[src/rtl/ptc_pkg.sv]
package ptc_pkg;

    typedef enum logic [1:0] {
        REG_CFG   = 2'd0,
        REG_STEP  = 2'd1,
        REG_TIME  = 2'd2,
        REG_STAMP = 2'd3
    } reg_sel_e;

    localparam int unsigned CFG_RUN_BIT      = 0;
    localparam int unsigned CFG_CAP_EN_BIT   = 8;
    localparam int unsigned CFG_CAP_RISE_BIT = 9;

    typedef struct packed {
        logic cap_rise;
        logic cap_en;
        logic run;
    } cfg_t;

endpackage

[src/rtl/ptc_regfile.sv]
module ptc_regfile
    import ptc_pkg::*;
#(
    parameter int unsigned DATA_W = 64,
    parameter int unsigned STEP_W = 64
) (
    input  logic              clk,
    input  logic              rst_n,
    input  logic              reg_we,
    input  logic [1:0]        reg_addr,
    input  logic [DATA_W-1:0] reg_wdata,
    input  logic [DATA_W-1:0] ns_i,
    input  logic [DATA_W-1:0] stamp_i,
    output cfg_t              cfg_o,
    output logic [STEP_W-1:0] step_o,
    output logic              time_load_o,
    output logic [DATA_W-1:0] reg_rdata
);

    typedef struct packed {
        cfg_t              cfg;
        logic [STEP_W-1:0] step;
    } rf_t;

    rf_t      rf_d, rf_q;
    reg_sel_e sel;

    assign sel = reg_sel_e'(reg_addr);

    always_comb begin
        rf_d = rf_q;
        if (reg_we) begin
            case (sel)
                REG_CFG: begin
                    rf_d.cfg.run      = reg_wdata[CFG_RUN_BIT];
                    rf_d.cfg.cap_en   = reg_wdata[CFG_CAP_EN_BIT];
                    rf_d.cfg.cap_rise = reg_wdata[CFG_CAP_RISE_BIT];
                end
                REG_STEP: rf_d.step = reg_wdata[STEP_W-1:0];
                default: ;
            endcase
        end
    end

    always_ff @(posedge clk) begin
        if (!rst_n) rf_q <= '0;
        else        rf_q <= rf_d;
    end

    always_comb begin
        reg_rdata = '0;
        case (sel)
            REG_CFG: begin
                reg_rdata[CFG_RUN_BIT]      = rf_q.cfg.run;
                reg_rdata[CFG_CAP_EN_BIT]   = rf_q.cfg.cap_en;
                reg_rdata[CFG_CAP_RISE_BIT] = rf_q.cfg.cap_rise;
            end
            REG_STEP:  reg_rdata = DATA_W'(rf_q.step);
            REG_TIME:  reg_rdata = ns_i;
            REG_STAMP: reg_rdata = stamp_i;
            default:   reg_rdata = '0;
        endcase
    end

    assign cfg_o       = rf_q.cfg;
    assign step_o      = rf_q.step;
    assign time_load_o = reg_we && (sel == REG_TIME);

endmodule

[src/rtl/ptc_accum.sv]
module ptc_accum #(
    parameter int unsigned NS_W   = 64,
    parameter int unsigned FRAC_W = 32,
    parameter int unsigned STEP_W = 64
) (
    input  logic              clk,
    input  logic              rst_n,
    input  logic              run_i,
    input  logic [STEP_W-1:0] step_i,
    input  logic              load_i,
    input  logic [NS_W-1:0]   load_ns_i,
    output logic [NS_W-1:0]   ns_o,
    output logic [FRAC_W-1:0] frac_o
);

    localparam int unsigned ACC_W = NS_W + FRAC_W;

    typedef struct packed {
        logic [NS_W-1:0]   ns;
        logic [FRAC_W-1:0] frac;
    } acc_t;

    acc_t             acc_d, acc_q;
    logic [ACC_W-1:0] sum;

    assign sum = acc_q + ACC_W'(step_i);

    always_comb begin
        acc_d = acc_q;
        if (load_i) begin
            acc_d.ns   = load_ns_i;
            acc_d.frac = '0;
        end else if (run_i) begin
            acc_d = sum;
        end
    end

    always_ff @(posedge clk) begin
        if (!rst_n) acc_q <= '0;
        else        acc_q <= acc_d;
    end

    assign ns_o   = acc_q.ns;
    assign frac_o = acc_q.frac;

endmodule

[src/rtl/ptc_event.sv]
module ptc_event #(
    parameter int unsigned NS_W        = 64,
    parameter int unsigned SYNC_STAGES = 2
) (
    input  logic            clk,
    input  logic            rst_n,
    input  logic            evt_i,
    input  logic            cap_en_i,
    input  logic            cap_rise_i,
    input  logic [NS_W-1:0] ns_i,
    output logic [NS_W-1:0] stamp_o,
    output logic            pulse_o
);

    typedef struct packed {
        logic [SYNC_STAGES-1:0] sync;
        logic                   last;
        logic [NS_W-1:0]        stamp;
        logic                   pulse;
    } ev_t;

    ev_t  ev_d, ev_q;
    logic synced, rise, fall, hit;

    assign synced = ev_q.sync[SYNC_STAGES-1];
    assign rise   = synced & ~ev_q.last;
    assign fall   = ~synced & ev_q.last;
    assign hit    = cap_en_i & (cap_rise_i ? rise : fall);

    always_comb begin
        ev_d       = ev_q;
        ev_d.sync  = {ev_q.sync[SYNC_STAGES-2:0], evt_i};
        ev_d.last  = synced;
        ev_d.pulse = hit;
        if (hit) ev_d.stamp = ns_i;
    end

    always_ff @(posedge clk) begin
        if (!rst_n) ev_q <= '0;
        else        ev_q <= ev_d;
    end

    assign stamp_o = ev_q.stamp;
    assign pulse_o = ev_q.pulse;

endmodule

[src/rtl/precision_time_counter.sv]
module precision_time_counter
    import ptc_pkg::*;
#(
    parameter int unsigned NS_W        = 64,
    parameter int unsigned FRAC_W      = 32,
    parameter int unsigned STEP_INT_W  = 32,
    parameter int unsigned SYNC_STAGES = 2
) (
    input  logic            clk,
    input  logic            rst_n,
    input  logic            reg_we,
    input  logic [1:0]      reg_addr,
    input  logic [NS_W-1:0] reg_wdata,
    output logic [NS_W-1:0] reg_rdata,
    input  logic            evt_in,
    output logic            stamp_pulse
);

    localparam int unsigned STEP_W = STEP_INT_W + FRAC_W;

    cfg_t              cfg;
    logic [STEP_W-1:0] step;
    logic              time_load;
    logic [NS_W-1:0]   ns;
    logic [FRAC_W-1:0] frac;
    logic [NS_W-1:0]   stamp;

    ptc_regfile #(
        .DATA_W (NS_W),
        .STEP_W (STEP_W)
    ) u_regs (
        .clk         (clk),
        .rst_n       (rst_n),
        .reg_we      (reg_we),
        .reg_addr    (reg_addr),
        .reg_wdata   (reg_wdata),
        .ns_i        (ns),
        .stamp_i     (stamp),
        .cfg_o       (cfg),
        .step_o      (step),
        .time_load_o (time_load),
        .reg_rdata   (reg_rdata)
    );

    ptc_accum #(
        .NS_W   (NS_W),
        .FRAC_W (FRAC_W),
        .STEP_W (STEP_W)
    ) u_accum (
        .clk       (clk),
        .rst_n     (rst_n),
        .run_i     (cfg.run),
        .step_i    (step),
        .load_i    (time_load),
        .load_ns_i (reg_wdata),
        .ns_o      (ns),
        .frac_o    (frac)
    );

    ptc_event #(
        .NS_W        (NS_W),
        .SYNC_STAGES (SYNC_STAGES)
    ) u_event (
        .clk        (clk),
        .rst_n      (rst_n),
        .evt_i      (evt_in),
        .cap_en_i   (cfg.cap_en),
        .cap_rise_i (cfg.cap_rise),
        .ns_i       (ns),
        .stamp_o    (stamp),
        .pulse_o    (stamp_pulse)
    );

endmodule

[config.mk]
export PLATFORM = sky130hd
export DESIGN_NAME = precision_time_counter
export DESIGN_NICKNAME = d
export VERILOG_FILES = /design/src/rtl/ptc_pkg.sv /design/src/rtl/ptc_regfile.sv /design/src/rtl/ptc_accum.sv /design/src/rtl/ptc_event.sv /design/src/rtl/precision_time_counter.sv
export SDC_FILE = /design/constraint.sdc
export NUM_CORES = 1
export LEC_CHECK = 0
export BUFFER_PORTS_ARGS = -buffer_cell sky130_fd_sc_hd__buf_2
export CORE_MARGIN = 2
export CORE_UTILIZATION = 50
export CTS_CLUSTER_DIAMETER = 100
export DETAILED_ROUTE_END_ITERATION = 10
export PLACE_DENSITY = 0.69
export SETUP_SLACK_MARGIN = 0.2
export SKIP_CTS_REPAIR_TIMING = 1
export SLEW_MARGIN = 20
export SYNTH_ARGS = -nofsm -noshare
export SYNTH_HDL_FRONTEND = slang
export SYNTH_SLANG_ARGS = --single-unit
[constraint.sdc]
create_clock -name clk -period 3.8 [get_ports clk]
set_input_delay 0 -clock clk [delete_from_list [all_inputs] [get_ports clk]]
set_output_delay 0 -clock clk [all_outputs]
set_load 0.02 [all_outputs]
==> summary.txt <==
Number of enable-type register cells in the synthesized netlist -> 0
Area of the die -> 29900 sq um
Fraction of layout cells with a size suffix above 1 -> 15.6%
Reported leakage power -> 6.77 nW
Leading cell type in the layout, fill and taps excluded -> sky130_fd_sc_hd__nand2_1
Wire length per cell -> 21.2 um
Number of remaining DRC errors -> 0
Data arrival time at the worst-slack endpoint -> 3.90 ns
Slew at the pin closest to its max-slew limit -> 1.00 ns
HPWL Detailed -> 34.8 mm
Worst Setup Path Type -> reg2reg
I/O Pins -> 135
Commonest non-fill, non-tap cells in the layout -> 356 x sky130_fd_sc_hd__nand2_1, 242 x sky130_fd_sc_hd__a21oi_1, 230 x sky130_fd_sc_hd__dfxtp_1
Netlist area before placement -> 14300 sq um
Global placement routability congestion -> 0.959
Tightest Hold Check Type -> in2reg
Root buf cell -> sky130_fd_sc_hd__clkbuf_16
Number of clock buffers inserted by TritonCTS -> 28
Syn nets -> 1989
Gate count after technology mapping -> 1854
Core Footprint -> 27900 sq um
Vertical die dimension -> 173 um
Number of vias per cell after detailed routing -> 6.26
Number of diodes added for antenna fixing -> 0
Worst setup slack before clock tree synthesis -> 0.245 ns
Effective utilization at floorplan -> 51.1%
Worst-case setup margin in the final layout -> 0.375 ns
Number of setup violations in the final report -> 0
Total power -> 6.09 mW
Count of input and output buffers -> 134
CTS tree -> done
Detailed Routing Iterations Pass 1 -> 5
Setup total negative slack -> 0 ns
Worst EP required -> 4.28 ns
Average instance area after synthesis -> 7.70 sq um
Final net count -> 2134
Max-cap violations -> 0
Headroom to the max-slew limit -> 33.3%
Minimum clock period after layout -> 3.42 ns
Worst ir drop on vdd -> 0.309 mV
Worst clock skew -> 0.0112 ns
Period utilization -> 90.1%
Final wirelength -> 50.8 mm
Latest clock arrival within the worst-skew pair -> 0.55 ns
PwrDens -> 358 nW/um^2
Slew Limit Fails -> 0
1st-iter DRT viols -> 1380
Post-synthesis to final-layout area growth -> 19.3%
Clock-pin slew on the worst setup and hold paths -> 0.06 ns
Met2 usage in global routing -> 50.9%
Global-route track usage on met1 -> 44.1%
Number of register bits inferred by synthesis -> 231
ANT nets after route -> 0
Number of library cell types mapped by synthesis -> 68
Worst Setup End Kind -> flip-flop
Fmax -> 0.292 GHz
Maximum number of pins on one net before global-route repair -> 93
Via count of the first global-routing pass -> 13900
Total GRT Usage -> 32.5%
TritonCTS sink count -> 231
Largest driver fanout on the critical path -> 14
Result of the run -> complete, no violations
Main synth FF type -> sky130_fd_sc_hd__dfxtp_1
Busiest layer in global routing -> met2
H-tree lvl count -> 1
Worst setup SP type -> flip-flop
RSZ-0062 raised after global routing -> no
Via count -> 15000
Clock tree buffer depth -> 3
Routing usage on met3 -> 4.66%
# rows -> 61
Endpoints failing hold -> 0
Count of warnings emitted by yosys -> 0
Initial antenna violation count -> 0
GRT overflow -> 0
FFs w/ async S/R, synth -> 0%
Seq/Total Area, Yosys -> 32.4%
Die X -> 173 um
Global-route wire length before repair -> 78.2 mm
-- worst paths after layout --
check / start / to / slack [ns] / depth (start not counted)
worst max-delay path: u_accum.ns_o[15] / u_accum.ns_o[40] / 0.38 / 11
worst min-delay path: reg_we / u_regs.cfg_o[2] / 0.02 / 4
worst max register to register: u_accum.ns_o[15] / u_accum.ns_o[40] / 0.38 / 11
worst min register to register: u_event.ev_d[67] / u_event.ev_d[65] / 0.45 / 1
-- through the flow --
step	std cells	hold slack (ns)	util, %	area [sq um]
after detailed placement	2282	0.226	54.9	15300
after floorplan	1854	0.127	-	14300
final	2398	0.0246	60.9	17000
after CTS	2333	-0.346	58.4	16300
after global routing	2398	0.0314	60.9	17000
after global placement	2282	0.221	54.9	15300
-- cell families (layout without fill, tap and decap cells) --
family | count (synthesis) | count (layout) | share of synthesized area, %
AOI/OAI and AO/OA | 609 | 609 | 27.0
adders and majority gates | 65 | 65 | 5.75
DFF | 231 | 231 | 32.4
xor gates and xnor gates | 39 | 39 | 2.39
muxes | 92 | 92 | 7.20
buffers and inverters | 157 | 323 | 4.17
and+or+nand+nor | 661 | 661 | 21.0
-- critical path, cell delays in order, from the launching register on --
cell and delay (ns):
sky130_fd_sc_hd__dfxtp_1 0.38, sky130_fd_sc_hd__ha_1 0.45, sky130_fd_sc_hd__a21oi_1 0.12, sky130_fd_sc_hd__o21ai_0 0.60
sky130_fd_sc_hd__nor2_1 0.11, sky130_fd_sc_hd__o21bai_1 0.21, sky130_fd_sc_hd__a311oi_1 0.13, sky130_fd_sc_hd__o31a_1 0.18
sky130_fd_sc_hd__o21a_4 0.29, sky130_fd_sc_hd__buf_4 0.20, sky130_fd_sc_hd__or4_1 0.51, sky130_fd_sc_hd__a31oi_1 0.17
-- final cells by class --
class | count | area [sq um]
clock buffer | 41 | 851
inverter | 31 | 119
sequential | 231 | 4630
timing repair buffer | 241 | 1700
fill | 2594 | 10900
clock inverter | 10 | 129
tap | 378 | 473
multi-input combinational | 1466 | 9130
-- registers in the layout (all words and copies together) (netlist names) --
register,count
u_event.pulse_o,1
u_regs.cfg_o,3
u_regs.step_o,64
u_event.stamp_o,64
u_accum.frac_o,32
u_event.ev_d,2
u_accum.ns_o,64
u_event.ev_q,1
-- power breakdown --
part | leakage (nW) | total, mW | switching [mW] | internal (mW)
Combinational | 4.41 | 0.698 | 0.425 | 0.274
Clock | 0.490 | 2.82 | 1.07 | 1.74
Sequential | 1.87 | 2.58 | 0.0896 | 2.49
Total | 6.77 | 6.09 | 1.59 | 4.50
-- metal layers --
| layer | share of wire (%) | up-vias | routed length (um) |
|---|---|---|---|
| li1 | - | 7072 | - |
| met1 | 43 | 7091 | 21900 |
| met2 | 45 | 713 | 22700 |
| met3 | 7.6 | 133 | 3850 |
| met4 | 4.7 | 0 | 2370 |
| met5 | 0 | - | 0 |
-- Yosys cell counts, types with 26 or more instances --
cell type / instances / area share [%]
sky130_fd_sc_hd__mux2i_1: 34 / 2.4
sky130_fd_sc_hd__nand2_1: 358 / 9.4
sky130_fd_sc_hd__inv_1: 30 / 0.79
sky130_fd_sc_hd__mux2_2: 55 / 4.3
sky130_fd_sc_hd__a31oi_1: 27 / 1.2
sky130_fd_sc_hd__nor3_1: 26 / 0.91
sky130_fd_sc_hd__nand4_1: 33 / 1.4
sky130_fd_sc_hd__dfxtp_1: 231 / 32
sky130_fd_sc_hd__nand3_1: 34 / 1.2
sky130_fd_sc_hd__o21ai_0: 102 / 3.6
sky130_fd_sc_hd__ha_1: 64 / 5.6
sky130_fd_sc_hd__a22o_1: 61 / 3.7
sky130_fd_sc_hd__a21oi_1: 243 / 8.5
sky130_fd_sc_hd__nor2_1: 90 / 2.4
sky130_fd_sc_hd__a21o_1: 38 / 2.0
sky130_fd_sc_hd__clkbuf_1: 108 / 2.8
Note: power is estimated with default switching activity, not from simulation.
